==> src/rtl/i2c_as_pkg.sv <==
package i2c_as_pkg;

    typedef enum logic [2:0] {
        ST_IDLE,
        ST_ADDR,
        ST_ACK,
        ST_HOLD,
        ST_SKIP
    } as_state_e;

    typedef struct packed {
        logic start;
        logic stop;
        logic rise;
        logic fall;
        logic sda;
    } bus_evt_t;

endpackage

==> src/rtl/i2c_as_sync.sv <==
module i2c_as_sync #(
    parameter int LINES  = 2,
    parameter int STAGES = 2
) (
    input  logic             clk_i,
    input  logic             rst_ni,
    input  logic [LINES-1:0] d_i,
    output logic [LINES-1:0] q_o
);
    localparam int CHAIN_W = LINES * STAGES;

    logic [CHAIN_W-1:0] chain_d, chain_q;

    generate
        if (STAGES == 1) begin : g_single
            always_comb chain_d = d_i;
        end else begin : g_multi
            always_comb chain_d = {chain_q[CHAIN_W-LINES-1:0], d_i};
        end
    endgenerate

    always_ff @(posedge clk_i or negedge rst_ni) begin
        if (!rst_ni) chain_q <= '1;
        else         chain_q <= chain_d;
    end

    assign q_o = chain_q[CHAIN_W-1 -: LINES];

endmodule

==> src/rtl/i2c_as_cond.sv <==
module i2c_as_cond
    import i2c_as_pkg::*;
(
    input  logic     clk_i,
    input  logic     rst_ni,
    input  logic     scl_s_i,
    input  logic     sda_s_i,
    output bus_evt_t evt_o
);
    typedef struct packed {
        logic scl;
        logic sda;
    } prev_t;

    prev_t prev_d, prev_q;

    always_comb begin
        prev_d.scl = scl_s_i;
        prev_d.sda = sda_s_i;
        evt_o.start = scl_s_i & prev_q.scl & prev_q.sda & ~sda_s_i;
        evt_o.stop  = scl_s_i & prev_q.scl & ~prev_q.sda & sda_s_i;
        evt_o.rise  = scl_s_i & ~prev_q.scl;
        evt_o.fall  = ~scl_s_i & prev_q.scl;
        evt_o.sda   = sda_s_i;
    end

    always_ff @(posedge clk_i or negedge rst_ni) begin
        if (!rst_ni) prev_q <= '1;
        else         prev_q <= prev_d;
    end


    start_stop_excl_chk: assert property (@(posedge clk_i) disable iff (!rst_ni)
        !(evt_o.start && evt_o.stop));

endmodule

==> src/rtl/i2c_as_fsm.sv <==
module i2c_as_fsm
    import i2c_as_pkg::*;
#(
    parameter int ADDR_W = 7
) (
    input  logic              clk_i,
    input  logic              rst_ni,
    input  bus_evt_t          evt_i,
    input  logic [ADDR_W-1:0] own_addr_i,
    input  logic              addr_fmt_i,
    input  logic              pend_set_i,
    output logic              sda_pull_o,
    output logic              scl_pull_o,
    output logic              irq_o,
    output logic              addr_hit_o,
    output logic              gcall_hit_o,
    output logic              trx_o,
    output logic              busy_o,
    output logic              pend_o
);
    localparam int BITS = ADDR_W + 1;
    localparam int CW   = $clog2(BITS + 1);
    localparam logic [CW-1:0] LAST = CW'(BITS);

    typedef struct packed {
        as_state_e       st;
        logic [CW-1:0]   cnt;
        logic [BITS-1:0] shreg;
        logic            addr_hit;
        logic            gcall_hit;
        logic            trx;
        logic            busy;
        logic            pend;
        logic            irq;
        logic            sda_pull;
    } fsm_t;

    fsm_t s_d, s_q;
    logic is_gc, is_own, do_ack;

    always_comb begin
        is_gc  = (s_q.shreg == '0);
        is_own = (s_q.shreg[BITS-1:1] == own_addr_i);
        do_ack = !addr_fmt_i && (is_gc || is_own);

        s_d     = s_q;
        s_d.irq = 1'b0;
        if (pend_set_i) s_d.pend = 1'b1;

        if (evt_i.stop) begin
            s_d.st       = ST_IDLE;
            s_d.busy     = 1'b0;
            s_d.sda_pull = 1'b0;
        end else if (evt_i.start) begin
            s_d.st        = ST_ADDR;
            s_d.cnt       = '0;
            s_d.busy      = 1'b1;
            s_d.addr_hit  = 1'b0;
            s_d.gcall_hit = 1'b0;
            s_d.sda_pull  = 1'b0;
        end else begin
            unique case (s_q.st)
                ST_ADDR: begin
                    if (evt_i.rise && s_q.cnt < LAST) begin
                        s_d.shreg = {s_q.shreg[BITS-2:0], evt_i.sda};
                        s_d.cnt   = s_q.cnt + 1'b1;
                    end else if (evt_i.fall && s_q.cnt == LAST) begin
                        if (do_ack) begin
                            s_d.st        = ST_ACK;
                            s_d.sda_pull  = 1'b1;
                            s_d.gcall_hit = is_gc;
                            s_d.addr_hit  = !is_gc;
                        end else begin
                            s_d.st = ST_SKIP;
                        end
                    end
                end
                ST_ACK: begin
                    if (evt_i.fall) begin
                        s_d.sda_pull = 1'b0;
                        s_d.irq      = 1'b1;
                        s_d.pend     = 1'b0;
                        s_d.trx      = s_q.shreg[0];
                        s_d.st       = ST_HOLD;
                    end
                end
                ST_HOLD: begin
                    if (pend_set_i) s_d.st = ST_SKIP;
                end
                default: ;
            endcase
        end
    end

    always_ff @(posedge clk_i or negedge rst_ni) begin
        if (!rst_ni) begin
            s_q      <= '0;
            s_q.st   <= ST_IDLE;
            s_q.pend <= 1'b1;
        end else begin
            s_q <= s_d;
        end
    end

    assign sda_pull_o  = s_q.sda_pull;
    assign scl_pull_o  = !s_q.pend;
    assign irq_o       = s_q.irq;
    assign addr_hit_o  = s_q.addr_hit;
    assign gcall_hit_o = s_q.gcall_hit;
    assign trx_o       = s_q.trx;
    assign busy_o      = s_q.busy;
    assign pend_o      = s_q.pend;


    start_sets_busy_chk: assert property (@(posedge clk_i) disable iff (!rst_ni)
        evt_i.start |=> busy_o);


    ack_needs_hit_chk: assert property (@(posedge clk_i) disable iff (!rst_ni)
        sda_pull_o |-> (addr_hit_o || gcall_hit_o));


    gcall_excl_chk: assert property (@(posedge clk_i) disable iff (!rst_ni)
        !(gcall_hit_o && addr_hit_o));


    irq_after_ack_chk: assert property (@(posedge clk_i) disable iff (!rst_ni)
        $rose(irq_o) |-> $past(sda_pull_o));


    pend_release_chk: assert property (@(posedge clk_i) disable iff (!rst_ni)
        (scl_pull_o && pend_set_i) |=> !scl_pull_o);


    fmt_blocks_ack_chk: assert property (@(posedge clk_i) disable iff (!rst_ni)
        (addr_fmt_i && !sda_pull_o && !evt_i.stop) |=> !sda_pull_o);

endmodule

==> src/rtl/i2c_addr_slave.sv <==
module i2c_addr_slave
    import i2c_as_pkg::*;
#(
    parameter int ADDR_W      = 7,
    parameter int SYNC_STAGES = 2
) (
    input  logic              clk_i,
    input  logic              rst_ni,
    input  logic              scl_i,
    input  logic              sda_i,
    input  logic [ADDR_W-1:0] own_addr_i,
    input  logic              addr_fmt_i,
    input  logic              pend_set_i,
    output logic              sda_pull_o,
    output logic              scl_pull_o,
    output logic              irq_o,
    output logic              addr_hit_o,
    output logic              gcall_hit_o,
    output logic              trx_o,
    output logic              busy_o,
    output logic              pend_o
);
    logic [1:0] line_s;
    bus_evt_t   evt;

    i2c_as_sync #(.LINES(2), .STAGES(SYNC_STAGES)) u_sync (
        .clk_i  (clk_i),
        .rst_ni (rst_ni),
        .d_i    ({scl_i, sda_i}),
        .q_o    (line_s)
    );

    i2c_as_cond u_cond (
        .clk_i   (clk_i),
        .rst_ni  (rst_ni),
        .scl_s_i (line_s[1]),
        .sda_s_i (line_s[0]),
        .evt_o   (evt)
    );

    i2c_as_fsm #(.ADDR_W(ADDR_W)) u_fsm (
        .clk_i       (clk_i),
        .rst_ni      (rst_ni),
        .evt_i       (evt),
        .own_addr_i  (own_addr_i),
        .addr_fmt_i  (addr_fmt_i),
        .pend_set_i  (pend_set_i),
        .sda_pull_o  (sda_pull_o),
        .scl_pull_o  (scl_pull_o),
        .irq_o       (irq_o),
        .addr_hit_o  (addr_hit_o),
        .gcall_hit_o (gcall_hit_o),
        .trx_o       (trx_o),
        .busy_o      (busy_o),
        .pend_o      (pend_o)
    );

endmodule

==> config.mk <==
export PLATFORM = sky130hd
export DESIGN_NAME = i2c_addr_slave
export DESIGN_NICKNAME = d
export VERILOG_FILES = /design/src/rtl/i2c_as_pkg.sv /design/src/rtl/i2c_as_sync.sv /design/src/rtl/i2c_as_cond.sv /design/src/rtl/i2c_as_fsm.sv /design/src/rtl/i2c_addr_slave.sv
export SDC_FILE = /design/constraint.sdc
export NUM_CORES = 1
export LEC_CHECK = 0
export ABC_CLOCK_PERIOD_IN_PS = 1900
export BUFFER_PORTS_ARGS = -buffer_cell sky130_fd_sc_hd__buf_4
export CORE_ASPECT_RATIO = 0.6
export CORE_UTILIZATION = 45
export DETAILED_ROUTE_END_ITERATION = 6
export HOLD_SLACK_MARGIN = 0.03
export PLACE_DENSITY = 0.68
export SLEW_MARGIN = 5
export SYNTH_ARGS = -nofsm -noshare
export SYNTH_HDL_FRONTEND = slang
export SYNTH_SLANG_ARGS = --single-unit
==> constraint.sdc <==
create_clock -name clk_i -period 1.9 [get_ports clk_i]
set_clock_uncertainty 0.1 [all_clocks]
set_input_delay 0.38 -clock clk_i [delete_from_list [all_inputs] [get_ports clk_i]]
set_output_delay 0.38 -clock clk_i [all_outputs]
set_load 0.02 [all_outputs]
Word-level counts from Yosys, hierarchy flattened:

Index checks and enable logic that the tools add are counted.

* output and inout bits: 8
* flip-flop bits (word level): 28
* logic and storage cells: 87
* input bits: 13

* reduce and logical (&&, ||, !) cells: 21
* bitwise logic cells: 13
* $lt $le $gt $ge: 1
* add/sub/neg operators: 1
* equality and inequality tests: 11
* multiplexer cells: 27

Operators with widths (number)
* $mux 3: 7
* $reduce_and 5->1: 3
* $mux 14: 1
* $mux 2: 7
* $mux 12: 1
* $ne 4x3->1 const B: 3
* $reduce_bool 2->1: 5
* $pmux 3 s3: 1
* $logic_not 8->1: 1
* $mux 1: 8
* $ne 4x4->1 const B: 2
* $reduce_and 4->1: 2
* $and 1x1->1: 7
* $eq 7x7->1: 1
* $mux 7: 1
* $eq 3x2->1 const B: 2
* $not 1->1: 6
* $reduce_bool 5->1: 1
* $add 4x1->4 const B: 1
* $eq 4x4->1 const B: 1
* $lt 4x4->1 const B: 1
* $reduce_bool 4->1: 1
* $eq 3x1->1 const B: 1
* $logic_and 1x1->1: 3
* 5 further kinds: 7

Longest topological paths before layout:

* word-level depth: 9
* depth in mapped cells: 6
* mapped depth without buffers: 6

Modules after synthesis:

A second synthesis with hierarchy kept.

* cell total of the unflattened synthesis: 127
* area total of the unflattened synthesis: 1431.4 um^2

By module, submodules not included
* i2c_as_fsm: seq. area each 551.8 um^2, area an instance 1218.7 um^2, cells an instance 114, times used 1
* i2c_as_sync: seq. area each 105.1 um^2, area an instance 120.1 um^2, cells an instance 6, times used 1
* i2c_as_cond: seq. area each 52.6 um^2, area an instance 92.6 um^2, cells an instance 7, times used 1

Worst setup path after synthesis:

Ideal clock, no wire load.

* kind: register -> register
* start: reg u_fsm.s_q[11] (netlist bit)
* end: reg u_fsm.s_q[21] (netlist bit)
* arrival: 1.417 ns
* stages on the path, launching flop included: 5
* clock period less this slack: 1.650 ns
* path buffers: 0
* setup slack: 0.250 ns
* path through: dfrtp_1 or4_4 nor4_4 a211o_1 a311oi_1

* word-level cells in the longest chain between the ends: 9
* elaborated cells between the ends (all ways): 10
* classes of those cells: eq/ne (1); mux (6); reduce/logical (3)

Ends and longest elaborated chain
* start: declaration: line i2c_as_fsm.sv:38 `fsm_t s_d, s_q;`
* $eq 7x7->1 / $logic_not 8->1 (equally long branches): line i2c_as_fsm.sv:43, i2c_as_fsm.sv:42
* $logic_or 1x1->1 (*): line i2c_as_fsm.sv:44 `do_ack = !addr_fmt_i && (is_gc || is_own);`
* $logic_and 1x1->1 (*): line i2c_as_fsm.sv:44
* $mux 3 (*): line i2c_as_fsm.sv:68 `if (do_ack) begin`
* $mux 3 (*): line i2c_as_fsm.sv:67 `end else if (evt_i.fall && s_q.cnt == LAST) begin`
* $mux 3 (*): line i2c_as_fsm.sv:64 `if (evt_i.rise && s_q.cnt < LAST) begin`
* $pmux 3 s3 (*): line i2c_as_fsm.sv:62 `unique case (s_q.st)`
* $mux 7 (*): line i2c_as_fsm.sv:54 `end else if (evt_i.start) begin`
* $mux 3 (*): line i2c_as_fsm.sv:50 `if (evt_i.stop) begin`

Mark *: on every way between the ends. The rest lies on a longest branch, timed or not. The select of a mux whose other input is x is not followed.
A chain may end at the register's enable or synchronous reset.

Worst setup path after layout:

* start: reg u_fsm.s_q[11] (netlist bit)
* end: reg u_fsm.s_q[20] (netlist bit)

The elaborated chain is that of the path after synthesis.

==> out/metrics.yaml <==
logic_synthesis:
  yosys.area.top_type: "dfrtp_1"
  synth_ff_type: "dfrtp_1"
  synth.area.top_cells: "dfrtp_1 (40%), dfstp_2 (14%), mux2_1 (7.7%)"
  synthArstFlopShare: 1.00
  syn-num-nets: 129
  synthCells: 114
  synth_common_cells: "dfrtp_1 (21), mux2_1 (9)"
  ys_seq_area_frac: 0.536
  avgSynthCellArea_um2: 11.6
  synth-edff-count: 0
  yosys_warnings: 0
  yosysMostFrequentCell: "dfrtp_1"
  synth.top_cell.area_share: 0.397
  synth_area_mm2: 0.00132
  ys_types: 38
  ys_ff_latch: 28
clock_network:
  cts_root_buffer: "clkbuf_8"
  clkLatencyLatePin_ps: 270
  clk_pin_slew_ps: 90
  post_cts_resize_count: 0
  cts.sinks: 28
  h-tree-depth: 1
  ctsHoldBuffers: 1
  post-cts-setup-buffers: 0
  cts_buffers: 3
  cts_tree: "done"
  cts_buffer_depth: 2
die:
  start_util: 0.500
  fp.dieArea_mm2: 0.00317
  core_area_mm2: 0.00265
  io_pins: 21
  die_w_um: 72.0
  dieHeight_um: 44.0
  core.rowCount: 14
power_and_ir_drop:
  power_density_mw_per_mm2: 997
  power.internal_mw: 1.10
  p_comb_frac: 0.243
  sw_frac_of_total: 0.322
  power_frac_seq: 0.557
  leakagePower_nw: 0.729
  irDropWorstVdd_mv: 0.684
  power.share.clock: 0.200
  power.switching_uw: 521
critical_path:
  r2r-end: "u_fsm.s_q[20]"
  worstPathCellList: "or4_4 > nor4_4 > a21oi_2 > a211oi_2"
  path_class: "flip-flop to flip-flop"
  crit_end: "u_fsm.s_q[20]"
  cp-end-kind: "flip-flop"
  slowest_delay_ps: 560
  slowest_stage: "or4_4"
  crit_arrival_ps: 1870
  cp-startpoint: "u_fsm.s_q[11]"
  r2r_start: "u_fsm.s_q[11]"
  r2r_cells: 4
  crit_path_start_kind: "flip-flop"
  crit_required_ps: 1990
  rrSetupSlack_ps: 120
  crit_fanout: 4
drt:
  drtIter0Drc: 65
  vias_per_cell: 5.10
  vias: 938
  drt_pass1_iterations: 4
  drc: 0
  wirelength_mm: 2.57
  routedWlPerCell_um: 14.0
  ant_nets: 0
sta:
  max_slew_margin: 0.766
  fin_crit_sh: 0.939
  whs_ps: 113
  fin_crit_ps: 1780
  fmax_ghz: 0.561
  tightest_slew_ps: 350
  finalSetupTns_ps: 0
  rsz0062_at_grt: "false"
  final_hold_viol_count: 0
  slew_viol_final: 0
  setup_slack_ps: 117
  setup_viol: 0
global_route:
  antenna_found_initial: 0
  overflow: 0
  grt_pass1_wl_mm: 4.46
  grt_pass1_vias: 939
  grt_max_degree: 29
  track_usage: 0.191
layout:
  area_growth_pct: 22.5
  final_cell_area_mm2: 0.00162
  fin_util: 0.613
  n_antenna_cell: 0
  nets: 160
  drive_gt1_frac: 0.306
place:
  placed_area_mm2: 0.00157
  dp_slack_ps: 149
  gp_congestion: 0.883
  port_buffers: 20
  dpl.hpwl_mm: 1.97
status:
  status: "finished clean"
hold_path:
  hp-class: "input port to flip-flop"
run:
  maxCapViolCount: 0
[placed cells by master (no fill, tap or decap), types with 4 or more instances in the layout]
cell type,count
xor2_1,7
dfstp_2,7
mux2_1,9
dfrtp_1,21
a21oi_1,4
nand2_1,5
nand3_1,7
inv_1,7
nor2_1,7
buf_4,27
[worst min path at each step]
stage,end,slack (ps),cells after the start,startpoint
2_1_floorplan,u_fsm.addr_hit_o,-20,0,rst_ni
6_report,u_sync.chain_q[1],110,1,scl_i
3_5_place_dp,u_fsm.s_q[10],210,1,rst_ni
5_1_grt,u_sync.chain_q[1],100,1,scl_i
3_3_place_gp,u_fsm.s_q[8],210,1,rst_ni
4_1_cts,u_sync.chain_q[0],110,1,sda_i
[kinds of logic (layout without fill, tap and decap cells)]
logic type               Yosys count  after routing  share of synthesized area
AND/OR/NAND/NOR                   34             34                      0.160
flip-flops                        28             28                      0.536
AO/OA/AOI/OAI                     23             23                      0.120
multiplexers                      10             10                     0.0851
buffers and inverters              9             39                     0.0274
XOR/XNOR                           8              8                     0.0529
adder cells (fa/ha/maj)            2              2                     0.0189
[critical path: cells and delay by family, from the launching register on]
family,cells,cell delay (ps)
flip-flops,1,420
AND/OR/NAND/NOR,2,870
AO/OA/AOI/OAI,2,300
[final cells by class]
cell class / count / area (um^2)
clock buffer: 4 / 45.0
fill: 219 / 1020
multi-input combinational: 77 / 578
timing repair buffer: 28 / 213
tap: 40 / 50.0
inverter: 7 / 26.3
sequential: 28 / 709
[power groups by stage]
stage | clock network, mW | registers [mW] | logic [mW]
2_1_floorplan | 0 | 0.862 | 0.281
3_3_place_gp | 0 | 0.898 | 0.382
3_5_place_dp | 0 | 0.909 | 0.396
4_1_cts | 0.337 | 0.898 | 0.401
5_1_grt | 0.361 | 0.931 | 0.444
6_report | 0.323 | 0.901 | 0.394
[layer usage]
metal | track usage | wire length, um
met2 | 0.281 | 1090
met5 | 0 | 0
met1 | 0.287 | 1330
met4 | 0.0353 | 18
met3 | 0.0547 | 123
[state kept, by name, summed over array words and instances (netlist names)]
name               count
u_fsm.addr_hit_o       1
u_fsm.sda_pull_o       1
u_fsm.trx_o            1
u_fsm.irq_o            1
u_fsm.gcall_hit_o      1
u_fsm.busy_o           1
u_cond.prev_q          2
u_fsm.s_q             15
u_sync.chain_q         4
u_fsm.pend_o           1
[metrics by stage]
step	total power, mW	std cells
6_report	1.62	184
4_1_cts	1.64	184
3_5_place_dp	1.30	179
2_1_floorplan	1.14	114
3_3_place_gp	1.28	179
5_1_grt	1.74	184
(Power assumes the default switching activity.)
